**config.mk**
```make
export PLATFORM = sky130hd
export DESIGN_NAME = pair_mem_ctrl
export DESIGN_NICKNAME = d
export VERILOG_FILES = /design/src/rtl/pmc_pkg.sv /design/src/rtl/pmc_byte_par.sv /design/src/rtl/pmc_secded_enc.sv /design/src/rtl/pmc_secded_dec.sv /design/src/rtl/pair_mem_ctrl.sv
export SDC_FILE = /design/constraint.sdc
export NUM_CORES = 1
export LEC_CHECK = 0
export BUFFER_PORTS_ARGS = -buffer_cell sky130_fd_sc_hd__buf_4
export CAP_MARGIN = 20
export CORE_MARGIN = 3
export CORE_UTILIZATION = 57
export DETAILED_ROUTE_END_ITERATION = 16
export PLACE_DENSITY = 0.79
export SLEW_MARGIN = 20
export SYNTH_ARGS = -nofsm -noshare
export SYNTH_HDL_FRONTEND = slang
export SYNTH_SLANG_ARGS = --single-unit
```
**constraint.sdc**
```tcl
create_clock -name clk -period 6.2 [get_ports clk]
set_input_delay 0.31 -clock clk [delete_from_list [all_inputs] [get_ports clk]]
set_output_delay 0.31 -clock clk [all_outputs]
set_load 0.1 [all_outputs]
```
**src/rtl/pmc_pkg.sv**
```systemverilog
// pmc_pkg: shared widths, controller states and the code-construction
// functions of the 64-bit SEC-DED code.
// Assumes: data bit d sits at the d-th Hamming position that is not a
// power of two (positions 3..71); check bit i (i<7) covers positions with
// bit i set; check bit 7 is overall parity of data and check bits 0..6.
package pmc_pkg;

    localparam int HALF_W = 32;
    localparam int LANES  = HALF_W / 8;
    localparam int BANK_W = HALF_W + LANES;
    localparam int WORD_W = 2 * HALF_W;
    localparam int WBYTES = WORD_W / 8;
    localparam int HAM_W  = 7;
    localparam int CHK_W  = HAM_W + 1;

    typedef enum logic [2:0] {
        ST_IDLE,
        ST_RD,
        ST_RD_DEC,
        ST_RMW_RD,
        ST_RMW_DEC,
        ST_RMW_WR
    } pmc_state_e;

    // Hamming position of data bit d.
    function automatic logic [HAM_W-1:0] hpos(int unsigned d);
        int unsigned n;
        logic [HAM_W-1:0] p;
        n = 0;
        p = '0;
        for (int unsigned q = 3; q < 128; q++) begin
            if ((q & (q - 1)) != 0) begin
                if (n == d) p = q[HAM_W-1:0];
                n++;
            end
        end
        return p;
    endfunction

    // Data bits covered by Hamming check bit i.
    function automatic logic [WORD_W-1:0] chk_mask(int unsigned i);
        logic [WORD_W-1:0] m;
        logic [HAM_W-1:0] p;
        m = '0;
        for (int unsigned d = 0; d < WORD_W; d++) begin
            p = hpos(d);
            m[d] = p[i];
        end
        return m;
    endfunction

endpackage

```
**src/rtl/pmc_byte_par.sv**
```systemverilog
// pmc_byte_par: even parity of each byte of a bank half.
// Assumes: the data width is a whole number of bytes.
module pmc_byte_par #(
    parameter int NLANES = 4
) (
    input  logic [NLANES*8-1:0] data,
    output logic [NLANES-1:0]   par
);
    // One XOR tree per byte lane.
    for (genvar k = 0; k < NLANES; k++) begin : g_lane
        assign par[k] = ^data[8*k +: 8];
    end
endmodule

```
**src/rtl/pmc_secded_enc.sv**
```systemverilog
// pmc_secded_enc: computes the 8 check bits of a 64-bit word.
// Assumes the construction described in pmc_pkg.
module pmc_secded_enc
    import pmc_pkg::*;
(
    input  logic [WORD_W-1:0] data,
    output logic [CHK_W-1:0]  chk
);
    logic [HAM_W-1:0] ham;

    // Hamming check bits, one masked XOR per bit.
    for (genvar i = 0; i < HAM_W; i++) begin : g_ham
        localparam logic [WORD_W-1:0] MASK = chk_mask(i);
        assign ham[i] = ^(data & MASK);
    end

    // Overall parity completes the double-error detection.
    assign chk = {(^data) ^ (^ham), ham};
endmodule

```
**src/rtl/pmc_secded_dec.sv**
```systemverilog
// pmc_secded_dec: syndrome decode and single-bit correction of a 64-bit word.
// Assumes the construction described in pmc_pkg. Purely combinational.
module pmc_secded_dec
    import pmc_pkg::*;
(
    input  logic [WORD_W-1:0] data,
    input  logic [CHK_W-1:0]  chk,
    output logic [WORD_W-1:0] fixed_data,
    output logic [WORD_W-1:0] flip,
    output logic              err_fixed,
    output logic              err_fatal
);
    logic [HAM_W-1:0] syn;
    logic             odd;
    logic             pos_ok;

    // Syndrome against recomputed Hamming bits.
    for (genvar i = 0; i < HAM_W; i++) begin : g_syn
        localparam logic [WORD_W-1:0] MASK = chk_mask(i);
        assign syn[i] = (^(data & MASK)) ^ chk[i];
    end

    // Data bit flip when an odd error points at its position.
    for (genvar k = 0; k < WORD_W; k++) begin : g_flip
        localparam logic [HAM_W-1:0] POS = hpos(k);
        assign flip[k] = odd && (syn == POS);
    end

    assign odd        = (^data) ^ (^chk);
    assign pos_ok     = (syn == '0) || $onehot(syn) || (|flip);
    assign fixed_data = data ^ flip;
    assign err_fixed  = odd && pos_ok;
    assign err_fatal  = (!odd && (syn != '0)) || (odd && !pos_ok);
endmodule

```
**src/rtl/pair_mem_ctrl.sv**
```systemverilog
// pair_mem_ctrl: parity / combined-ECC controller for a matched bank pair.
// A 64-bit word is held as two 36-bit bank words (data 31:0, spares 35:32).
// Assumes: banks return read data one cycle after mem_re; writes land at the
// edge where mem_we is high for each enabled lane; one request in flight.
module pair_mem_ctrl
    import pmc_pkg::*;
#(
    parameter int ADDR_W = 4
) (
    input  logic              clk,
    input  logic              rst_n,
    input  logic              cfg_ecc_en,
    input  logic              cfg_pair_matched,
    input  logic              req_valid,
    output logic              req_ready,
    input  logic              req_write,
    input  logic [ADDR_W-1:0] req_addr,
    input  logic [63:0]       req_wdata,
    input  logic [7:0]        req_be,
    output logic              rsp_valid,
    output logic [63:0]       rsp_rdata,
    output logic              rsp_fixed,
    output logic              rsp_fault,
    output logic              nmi_req,
    output logic              pair_dealloc,
    output logic [ADDR_W-1:0] mem_addr,
    output logic              mem_re,
    output logic              mem_we,
    output logic [3:0]        mem_lo_lanes,
    output logic [3:0]        mem_hi_lanes,
    output logic [35:0]       mem_lo_wdata,
    output logic [35:0]       mem_hi_wdata,
    input  logic [35:0]       mem_lo_rdata,
    input  logic [35:0]       mem_hi_rdata
);
    localparam int HC = CHK_W / 2;

    pmc_state_e          state;
    logic [ADDR_W-1:0]   op_addr;
    logic [WORD_W-1:0]   op_wdata;
    logic [WBYTES-1:0]   op_be;
    logic                op_ecc;
    logic [BANK_W-1:0]   raw_lo, raw_hi;
    logic [WORD_W-1:0]   merged;

    logic                eff_ecc, accept, partial, rmw_start, wr_ecc;
    logic [WORD_W-1:0]   wr_word;
    logic [CHK_W-1:0]    wr_chk;
    logic [LANES-1:0]    wpar_lo, wpar_hi, rpar_lo, rpar_hi;
    logic                par_bad;
    logic [WORD_W-1:0]   dec_q, dec_flip, merge_c;
    logic                dec_fixed, dec_fatal;

    // Request acceptance and mode grant.
    assign eff_ecc   = cfg_ecc_en && cfg_pair_matched;
    assign req_ready = (state == ST_IDLE);
    assign accept    = req_valid && req_ready;
    assign partial   = !(&req_be);
    assign rmw_start = accept && req_write && eff_ecc && partial;

    // Bank strobes and address.
    assign mem_re   = accept && (!req_write || rmw_start);
    assign mem_we   = (accept && req_write && !rmw_start) || (state == ST_RMW_WR);
    assign mem_addr = (state == ST_IDLE) ? req_addr : op_addr;

    // Write word source: host data or merged read-modify-write word.
    assign wr_word = (state == ST_RMW_WR) ? merged : req_wdata;
    assign wr_ecc  = (state == ST_RMW_WR) ? 1'b1 : eff_ecc;

    pmc_secded_enc u_enc (.data(wr_word), .chk(wr_chk));

    pmc_byte_par #(.NLANES(LANES)) u_wpar_lo (.data(wr_word[HALF_W-1:0]),      .par(wpar_lo));
    pmc_byte_par #(.NLANES(LANES)) u_wpar_hi (.data(wr_word[WORD_W-1:HALF_W]), .par(wpar_hi));
    pmc_byte_par #(.NLANES(LANES)) u_rpar_lo (.data(mem_lo_rdata[HALF_W-1:0]), .par(rpar_lo));
    pmc_byte_par #(.NLANES(LANES)) u_rpar_hi (.data(mem_hi_rdata[HALF_W-1:0]), .par(rpar_hi));

    // Spare lanes carry parity or check bits depending on the mode.
    always_comb begin
        mem_lo_wdata = {wr_ecc ? wr_chk[HC-1:0]     : wpar_lo, wr_word[HALF_W-1:0]};
        mem_hi_wdata = {wr_ecc ? wr_chk[CHK_W-1:HC] : wpar_hi, wr_word[WORD_W-1:HALF_W]};
    end

    // Lane enables: every lane in ECC mode, byte enables in parity mode.
    always_comb begin
        mem_lo_lanes = '0;
        mem_hi_lanes = '0;
        if (mem_we) begin
            mem_lo_lanes = wr_ecc ? '1 : req_be[LANES-1:0];
            mem_hi_lanes = wr_ecc ? '1 : req_be[WBYTES-1:LANES];
        end
    end

    // Parity check of the returning bank words.
    assign par_bad = |{rpar_lo ^ mem_lo_rdata[BANK_W-1:HALF_W],
                       rpar_hi ^ mem_hi_rdata[BANK_W-1:HALF_W]};

    pmc_secded_dec u_dec (
        .data      ({raw_hi[HALF_W-1:0], raw_lo[HALF_W-1:0]}),
        .chk       ({raw_hi[BANK_W-1:HALF_W], raw_lo[BANK_W-1:HALF_W]}),
        .fixed_data(dec_q),
        .flip      (dec_flip),
        .err_fixed (dec_fixed),
        .err_fatal (dec_fatal)
    );

    // Byte merge of new write data over the corrected old word.
    always_comb begin
        for (int b = 0; b < WBYTES; b++) begin
            merge_c[8*b +: 8] = op_be[b] ? op_wdata[8*b +: 8] : dec_q[8*b +: 8];
        end
    end

    // Sequencer, response registers and fault flags.
    always_ff @(posedge clk) begin
        if (!rst_n) begin
            state        <= ST_IDLE;
            op_addr      <= '0;
            op_wdata     <= '0;
            op_be        <= '0;
            op_ecc       <= 1'b0;
            raw_lo       <= '0;
            raw_hi       <= '0;
            merged       <= '0;
            rsp_valid    <= 1'b0;
            rsp_rdata    <= '0;
            rsp_fixed    <= 1'b0;
            rsp_fault    <= 1'b0;
            nmi_req      <= 1'b0;
            pair_dealloc <= 1'b0;
        end else begin
            rsp_valid <= 1'b0;
            nmi_req   <= 1'b0;
            case (state)
                ST_IDLE: begin
                    if (accept) begin
                        op_addr  <= req_addr;
                        op_wdata <= req_wdata;
                        op_be    <= req_be;
                        op_ecc   <= eff_ecc;
                        if (!req_write)     state <= ST_RD;
                        else if (rmw_start) state <= ST_RMW_RD;
                    end
                end
                ST_RD: begin
                    if (op_ecc) begin
                        raw_lo <= mem_lo_rdata;
                        raw_hi <= mem_hi_rdata;
                        state  <= ST_RD_DEC;
                    end else begin
                        rsp_valid <= 1'b1;
                        rsp_rdata <= {mem_hi_rdata[HALF_W-1:0], mem_lo_rdata[HALF_W-1:0]};
                        rsp_fixed <= 1'b0;
                        rsp_fault <= par_bad;
                        nmi_req   <= par_bad;
                        state     <= ST_IDLE;
                    end
                end
                ST_RD_DEC: begin
                    rsp_valid <= 1'b1;
                    rsp_rdata <= dec_q;
                    rsp_fixed <= dec_fixed;
                    rsp_fault <= dec_fatal;
                    nmi_req   <= dec_fatal;
                    if (dec_fatal) pair_dealloc <= 1'b1;
                    state     <= ST_IDLE;
                end
                ST_RMW_RD: begin
                    raw_lo <= mem_lo_rdata;
                    raw_hi <= mem_hi_rdata;
                    state  <= ST_RMW_DEC;
                end
                ST_RMW_DEC: begin
                    if (dec_fatal) begin
                        nmi_req      <= 1'b1;
                        pair_dealloc <= 1'b1;
                        state        <= ST_IDLE;
                    end else begin
                        merged <= merge_c;
                        state  <= ST_RMW_WR;
                    end
                end
                ST_RMW_WR: state <= ST_IDLE;
                default:   state <= ST_IDLE;
            endcase
        end
    end

    // Deallocation is permanent until reset.
    assert_dealloc_sticky_R6: assert property (@(posedge clk) disable iff (!rst_n)
        pair_dealloc |=> pair_dealloc);

    // Deallocation is always announced by an interrupt request.
    assert_dealloc_with_nmi_R6: assert property (@(posedge clk) disable iff (!rst_n)
        $rose(pair_dealloc) |-> nmi_req);

    // Parity responses never claim a correction.
    assert_parity_no_fix_R3: assert property (@(posedge clk) disable iff (!rst_n)
        (rsp_valid && !op_ecc) |-> !rsp_fixed);

    // A corrected response is never also a fault.
    assert_fix_fault_excl_R5: assert property (@(posedge clk) disable iff (!rst_n)
        rsp_valid |-> !(rsp_fixed && rsp_fault));

    // At most one data bit is flipped by the corrector.
    assert_single_flip_R5: assert property (@(posedge clk) disable iff (!rst_n)
        $onehot0(dec_flip));

    // An uncorrectable old word suppresses the write-back.
    assert_rmw_abort_R9: assert property (@(posedge clk) disable iff (!rst_n)
        (state == ST_RMW_DEC && dec_fatal) |=> !mem_we);

    // Read and write strobes never overlap on the bank port.
    assert_bank_excl_R8: assert property (@(posedge clk) disable iff (!rst_n)
        !(mem_re && mem_we));

endmodule

```
* After elaboration in Yosys (flattened, before gate mapping) *
Index checks and enable logic that the tools add are counted.

word-level totals
  bits in registers = 285
  bits of input ports = 154
  word-level logic and storage cells = 278
  output and inout bits = 156

operators by class
  reduce and logical (&&, ||, !) cells = 133
  add/sub/neg operators = 6
  bitwise gates (word level) = 13
  mux-type cells = 38
  equal/unequal tests = 74

operators by type and width
  cell                                           number
  XOR reduction 64 bit                           16
  == test 7 x 6 -> 1 bit, second input constant  31
  case mux 36 bit (2 select lines)               2
  XOR reduction 8 bit                            17
  two-way mux 64 bit                             2
  case mux 64 bit (2 select lines)               1
  == test 7 x 5 -> 1 bit, second input constant  15
  logical AND 1 bit                              74
  two-way mux 36 bit                             2
  two-way mux 8 bit                              8
  OR reduction 64 bit                            1
  XOR 64 bit                                     1
  == test 7 x 4 -> 1 bit, second input constant  7
  == test 7 bit, second input constant           7
  two-way mux 4 bit                              7
  == test 7 x 3 -> 1 bit, second input constant  3
  two-way mux 3 bit                              4
  case mux 3 bit (4 select lines)                1
  AND reduction 2 bit                            6
  XOR 1 bit                                      9
  AND reduction 8 bit                            1
  OR reduction 8 bit                             1
  XOR 4 bit                                      2
  == test 7 x 2 -> 1 bit, second input constant  1
  22 further kinds                               45

* Depth between registers and ports, before layout *
  word-level depth = 13
  gate-level depth with buffers = 22
  mapped depth without buffers = 19

* Hierarchy *
From an unflattened synthesis, not the netlist that was laid out.

unflattened totals
  cells, all modules = 2102
  area, all modules = 17267.8 um2

by module, submodules not included
  module          area an instance (um2)  instances  sequential area each (um2)  cells an instance
  pair_mem_ctrl   11886.4                 1          5705.5                      1515
  pmc_secded_dec  3089.2                  1          0.0                         368
  pmc_secded_enc  1311.3                  1          0.0                         107
  pmc_byte_par    245.2                   4          0.0                         28

* Least setup slack after synthesis *
Ideal clock, no wire load.

  kind = register to output
  start = register state[0]
  end = output port mem_hi_lanes[0]
  buffers on the path = 2
  cell stages (with the launch flop) = 7
  setup slack = -386 ps
  data arrival time = 6276 ps
  data required time = 5890 ps
  cells stage by stage = dfxtp_1 > clkbuf_1 > nor3_1 > nand2_1 > clkbuf_1 > o21ai_1 > o21a_1

on the way
  word-level cells in the longest chain between the ends = 9
  elaborated cells on any way between the ends = 12
  those cells by class = eq/ne (1); mux (3); reduce/logical (8)

RTL lines
  element                          line                                      source
  from (decl)                      pair_mem_ctrl.sv:38                       pmc_state_e state;
  from (signal assigned)           pair_mem_ctrl.sv:116                      state <= ST_IDLE;
  from (signal assigned)           pair_mem_ctrl.sv:140                      if (!req_write) state <= ST_RD;
  from (signal assigned)           pair_mem_ctrl.sv:141                      else if (rmw_start) state <= ST_RMW_RD;
  logical NOT 3 bit (*)            pair_mem_ctrl.sv:56                       assign req_ready = (state == ST_IDLE);
  via req_ready                    pair_mem_ctrl.sv:15                       output logic req_ready,
  logical AND 1 bit (*)            pair_mem_ctrl.sv:57                       assign accept = req_valid && req_ready;
  logical AND 1 bit (*)            pair_mem_ctrl.sv:59, pair_mem_ctrl.sv:63
  logical AND 1 bit (2 in series)  pair_mem_ctrl.sv:59                       assign rmw_start = accept && req_write && eff_ecc && partial;
  logical NOT 1 bit                pair_mem_ctrl.sv:63                       assign mem_we = (accept && req_write && !rmw_start) || (state == ST_RMW_WR);
  logical AND 1 bit (*)            pair_mem_ctrl.sv:63
  logical OR 1 bit (*)             pair_mem_ctrl.sv:63
  via mem_we                       pair_mem_ctrl.sv:28                       output logic mem_we,
  two-way mux 4 bit (*)            pair_mem_ctrl.sv:87                       if (mem_we) begin
  to (decl)                        pair_mem_ctrl.sv:30                       output logic [3:0] mem_hi_lanes,

The timed path passes the listed nets; every way through them passes the cells marked *.

* Final worst setup path *
  start = register raw_hi[16]
  end = register merged[49]

on the way
  word-level cells in the longest chain between the ends = 13
  elaborated cells on any way between the ends = 161
  those cells by class = add/sub (6); eq/ne (65); mux (1); bitwise (8); reduce/logical (81)

RTL lines
  element                                                                    line                  source
  from (decl)                                                                pair_mem_ctrl.sv:43   logic [BANK_W-1:0] raw_lo, raw_hi;
  from (signal assigned)                                                     pair_mem_ctrl.sv:147  raw_hi <= mem_hi_rdata;
  from (signal assigned)                                                     pair_mem_ctrl.sv:169  raw_hi <= mem_hi_rdata;
  XOR reduction 64 bit                                                       pmc_secded_dec.sv:20  assign syn[i] = (^(data & MASK)) ^ chk[i];
  XOR 1 bit                                                                  pmc_secded_dec.sv:20
  adder 1 x 1 -> 2 bit (implied by the code)                                 pmc_secded_dec.sv:30  assign pos_ok = (syn == '0) || $onehot(syn) || (|flip);
  adder 3 bit (implied by the code) or adder 3 x 1 -> 3 bit (tied branches)  pmc_secded_dec.sv:30
  adder 3 bit (implied by the code)                                          pmc_secded_dec.sv:30
  == test 3 x 1 -> 1 bit                                                     pmc_secded_dec.sv:30
  logical OR 1 bit (2 in series)                                             pmc_secded_dec.sv:30
  logical NOT 1 bit                                                          pmc_secded_dec.sv:33  assign err_fatal = (!odd && (syn != '0)) || (odd && !pos_ok);
  logical AND 1 bit                                                          pmc_secded_dec.sv:33
  logical OR 1 bit                                                           pmc_secded_dec.sv:33
  inverter 1 bit (no line)                                                   --
  AND reduction 2 bit (no line)                                              --
  to (signal assigned)                                                       pair_mem_ctrl.sv:178  merged <= merge_c;
  to (decl)                                                                  pair_mem_ctrl.sv:44   logic [WORD_W-1:0] merged;

Parallel ways exist; a longest one is shown, timed or not.
A chain may end at the register's enable or synchronous reset.

==> run_summary.xml <==
<?xml version="1.0" encoding="UTF-8"?>
<metrics>
  <group name="cts">
    <metric name="cts_setup_buffers" unit="">0</metric>
    <metric name="clock_sinks" unit="">285</metric>
    <metric name="cts_repair_resize_count" unit="">0</metric>
    <metric name="cts.htree.levels" unit="">2</metric>
    <metric name="ctsHoldBuffers" unit="">0</metric>
    <metric name="clock_tree_from_tritoncts" unit="">built</metric>
    <metric name="insertion_delay" unit="ns">0.51</metric>
    <metric name="cts-buffers-inserted" unit="">34</metric>
    <metric name="cts_max_path_buffers" unit="">3</metric>
    <metric name="root_buffer" unit="">sky130_fd_sc_hd__clkbuf_16</metric>
    <metric name="clkSlewWorstSetupHoldPaths" unit="ns">0.07</metric>
  </group>
  <group name="power">
    <metric name="total_power" unit="W">0.00773</metric>
    <metric name="p_per_area" unit="nW/um^2">364</metric>
    <metric name="p_leak" unit="nW">9.53</metric>
    <metric name="power.ir.vdd_worst" unit="V">0.000308</metric>
  </group>
  <group name="critical_path">
    <metric name="ff_to_ff_setup_slack" unit="ns">0.21</metric>
    <metric name="timing.critical_path.to_type" unit="">register</metric>
    <metric name="critical_path_launch_point_type" unit="">register</metric>
    <metric name="critPathKind" unit="">register to register</metric>
    <metric name="worstReg2RegEnd" unit="">merged[49]</metric>
    <metric name="critical_path.max_fanout" unit="">24</metric>
    <metric name="timing.critical_path.arrival" unit="ns">6.39</metric>
    <metric name="worstPathRequired" unit="ns">6.60</metric>
    <metric name="r2r-start" unit="">raw_hi[16]</metric>
    <metric name="worstRegToRegCells" unit="">19</metric>
  </group>
  <group name="logic_synthesis">
    <metric name="yosys.cell_count.top_type" unit="">sky130_fd_sc_hd__nand2_1</metric>
    <metric name="post_synthesis_sequential_element_count" unit="">285</metric>
    <metric name="synth_ff_type" unit="">sky130_fd_sc_hd__dfxtp_1</metric>
    <metric name="yosysWarningCount" unit="">0</metric>
    <metric name="netlist_top_cells_count" unit="">410 x sky130_fd_sc_hd__nand2_1, 285 x sky130_fd_sc_hd__dfxtp_1, 274 x sky130_fd_sc_hd__xnor2_1</metric>
    <metric name="syn-cell-area" unit="sq um">17500</metric>
    <metric name="number_of_enable_type_register_cells_in_the_synthesized_netlist" unit="">0</metric>
    <metric name="synthTopCellsByArea" unit="">sky130_fd_sc_hd__dfxtp_1 33%, sky130_fd_sc_hd__xnor2_1 14%, sky130_fd_sc_hd__nand2_1 8.8%, sky130_fd_sc_hd__a21oi_1 6.1%, sky130_fd_sc_hd__mux2i_1 6.1%</metric>
    <metric name="synth_nets" unit="">2299</metric>
    <metric name="ys_async_sr_fraction" unit="%">0</metric>
    <metric name="post_synthesis_cells" unit="">2136</metric>
    <metric name="synth_top_cell_by_area" unit="">sky130_fd_sc_hd__dfxtp_1</metric>
    <metric name="synthesis.area_per_instance" unit="sq um">8.20</metric>
    <metric name="yosys.cell_types.count" unit="">62</metric>
    <metric name="seq_area_frac_synth" unit="%">32.6</metric>
    <metric name="yosysTopAreaCellShare" unit="%">32.6</metric>
  </group>
  <group name="routing">
    <metric name="first_iter_violations" unit="">1598</metric>
    <metric name="ant_nets" unit="">0</metric>
    <metric name="num_vias" unit="">16462</metric>
    <metric name="detailroute.wirelength.met2" unit="microns">29800</metric>
    <metric name="routed_wirelength" unit="microns">64100</metric>
    <metric name="m1WireLength" unit="microns">25200</metric>
    <metric name="top_layer_used" unit="">met4</metric>
    <metric name="route.detailed.vias_per_inst" unit="">5.90</metric>
    <metric name="first_pass_iteration_count_of_the_detailed_router" unit="">6</metric>
    <metric name="wl_met3" unit="microns">5570</metric>
    <metric name="routedWlPerCell" unit="microns">23.0</metric>
    <metric name="post-route-drc-count" unit="">0</metric>
  </group>
  <group name="sta">
    <metric name="max_clock_freq" unit="MHz">167</metric>
    <metric name="grt_setup_unrepaired" unit="">false</metric>
    <metric name="max_slew_margin" unit="%">39.1</metric>
    <metric name="setup-violations-final" unit="">0</metric>
    <metric name="drv_slew" unit="">0</metric>
    <metric name="finalHoldViolations" unit="">0</metric>
    <metric name="fin_crit_sh" unit="%">96.7</metric>
    <metric name="final.setup.tns" unit="ns">0</metric>
    <metric name="max_slew.worst_pin.slew" unit="ns">0.908</metric>
    <metric name="fin_worst_skew" unit="ns">0.0264</metric>
    <metric name="fin_crit" unit="ns">5.99</metric>
  </group>
  <group name="global_route">
    <metric name="first_global_vias" unit="">15838</metric>
    <metric name="wire_length_of_the_first_global_routing_pass" unit="microns">94600</metric>
    <metric name="antenna_found_initial" unit="">1</metric>
    <metric name="grt_use_total" unit="%">37.1</metric>
    <metric name="grt_max_degree" unit="">184</metric>
    <metric name="total_grt_overflow" unit="">0</metric>
  </group>
  <group name="cells_and_area">
    <metric name="drive_above_1_share" unit="%">19.2</metric>
    <metric name="flow.area_growth_from_synthesis" unit="%">21.3</metric>
    <metric name="n_fill_cell" unit="">2350</metric>
    <metric name="seq_area" unit="sq um">5710</metric>
    <metric name="multiInputGateArea" unit="sq um">11000</metric>
    <metric name="fin_nets" unit="">2539</metric>
  </group>
  <group name="die">
    <metric name="core_area" unit="sq um">30000</metric>
    <metric name="dieHeight" unit="microns">181</metric>
    <metric name="die-area" unit="sq um">32900</metric>
    <metric name="start_util" unit="%">58.5</metric>
    <metric name="chipWidth" unit="microns">181</metric>
    <metric name="io-pin-count" unit="">310</metric>
    <metric name="num_rows" unit="">63</metric>
  </group>
  <group name="worst_hold_path">
    <metric name="hold_path.class" unit="">input pin to register</metric>
    <metric name="hold_path_depth" unit="">3</metric>
    <metric name="hold_end" unit="">op_addr[0]</metric>
    <metric name="worstHoldStart" unit="">req_addr[0]</metric>
  </group>
  <group name="placed_design">
    <metric name="io_buffer_count" unit="">309</metric>
    <metric name="hpwl_after_detailed_placement" unit="microns">48400</metric>
    <metric name="gp_congestion" unit="">0.967</metric>
  </group>
  <group name="run_status">
    <metric name="run_status" unit="">finished clean</metric>
  </group>
  <group name="run">
    <metric name="max_cap_viols" unit="">0</metric>
  </group>
</metrics>
==> stage by stage <==
step,hold WS (ns),area [sq um],utilization [%],worst slack [ns],cells
6_report,0.0525,21300,71.0,0.207,2792
4_1_cts,0.0418,21300,70.9,0.233,2791
3_5_place_dp,0.446,20100,67.1,0.238,2730
3_3_place_gp,0.437,20100,67.1,0.439,2730
5_1_grt,0.0565,21300,71.0,0.00214,2791
2_1_floorplan,0.431,17500,-,0.332,2136
==> flip-flops by register name (all words and copies together) (netlist names) <==
name / count
raw_hi: 36
rsp_rdata: 64
rsp_valid: 1
op_be: 8
op_addr: 4
pair_dealloc: 1
op_ecc: 1
state: 3
rsp_fixed: 1
nmi_req: 1
op_wdata: 64
merged: 64
raw_lo: 36
rsp_fault: 1
==> placed cells by master (no fill, tap or decap), types with 69 or more instances in the layout <==
cell type and instances:
sky130_fd_sc_hd__buf_4 340, sky130_fd_sc_hd__nor2_1 187, sky130_fd_sc_hd__xor2_1 69, sky130_fd_sc_hd__nand2_1 409, sky130_fd_sc_hd__inv_1 69, sky130_fd_sc_hd__mux2i_1 106
sky130_fd_sc_hd__dfxtp_1 285, sky130_fd_sc_hd__a211oi_1 72, sky130_fd_sc_hd__xnor2_1 274, sky130_fd_sc_hd__a21oi_1 214
==> metal layers <==
layer	up-vias	global-route usage (%)
li1	7572	-
met1	7833	47.5
met2	884	61.5
met3	173	6.02
met4	0	17.1
met5	-	0
==> critical path, stage by stage (launching register included) <==
cell	delay (ns)
sky130_fd_sc_hd__dfxtp_1	0.40
sky130_fd_sc_hd__xor3_2	0.51
sky130_fd_sc_hd__xnor3_1	0.41
sky130_fd_sc_hd__xnor3_2	0.45
sky130_fd_sc_hd__xor3_1	0.40
sky130_fd_sc_hd__nor2_1	0.30
sky130_fd_sc_hd__inv_2	0.17
sky130_fd_sc_hd__fa_1	0.55
sky130_fd_sc_hd__inv_1	0.05
sky130_fd_sc_hd__fa_1	0.38
sky130_fd_sc_hd__xnor2_1	0.17
sky130_fd_sc_hd__nor3b_1	0.07
sky130_fd_sc_hd__a41oi_1	0.16
sky130_fd_sc_hd__o311ai_1	0.14
sky130_fd_sc_hd__a311o_2	0.40
sky130_fd_sc_hd__o41ai_2	0.37
sky130_fd_sc_hd__buf_4	0.20
sky130_fd_sc_hd__or4b_4	0.16
sky130_fd_sc_hd__buf_12	0.21
sky130_fd_sc_hd__mux2_2	0.36
==> layout make-up <==
cell class	count	area share, %
diodes	1	0.0118
clock buffers	43	4.50
clock inverters	18	0.859
inverters	73	1.31
multi-input cells	1636	51.7
flip-flops and latches	285	26.8
well taps	390	2.30
repair buffers	346	12.5
==> worst max path at each step <==
stage,startpoint,end,slack [ns],cells after the start
6_report,raw_hi[16],merged[49],0.21,19
5_1_grt,raw_hi[16],merged[29],0.002,20
2_1_floorplan,state[0],mem_lo_wdata[34],0.33,13
3_3_place_gp,raw_hi[16],merged[49],0.44,19
4_1_cts,raw_hi[16],merged[49],0.23,19
3_5_place_dp,raw_hi[16],merged[49],0.24,19
==> power by group <==
group          internal, W  leakage (nW)  switching (W)  total, W
clock              0.00122         0.570       0.000822   0.00205
sequential         0.00193          2.32      0.0000724   0.00201
combinational      0.00119          6.64        0.00249   0.00368
==> kinds of logic (layout without fill, tap and decap cells) <==
logic type	after synthesis	after routing	share of synthesized area (%)
DFF	285	285	32.6
xor gates and xnor gates	384	384	22.5
buffers and inverters	215	480	5.00
AOI/OAI and AO/OA	396	396	14.2
and+or+nand+nor	705	705	16.5
muxes	142	142	8.48
other	0	1	0
adders and majority gates	9	9	0.771
Note: power is estimated with default switching activity, not from simulation.
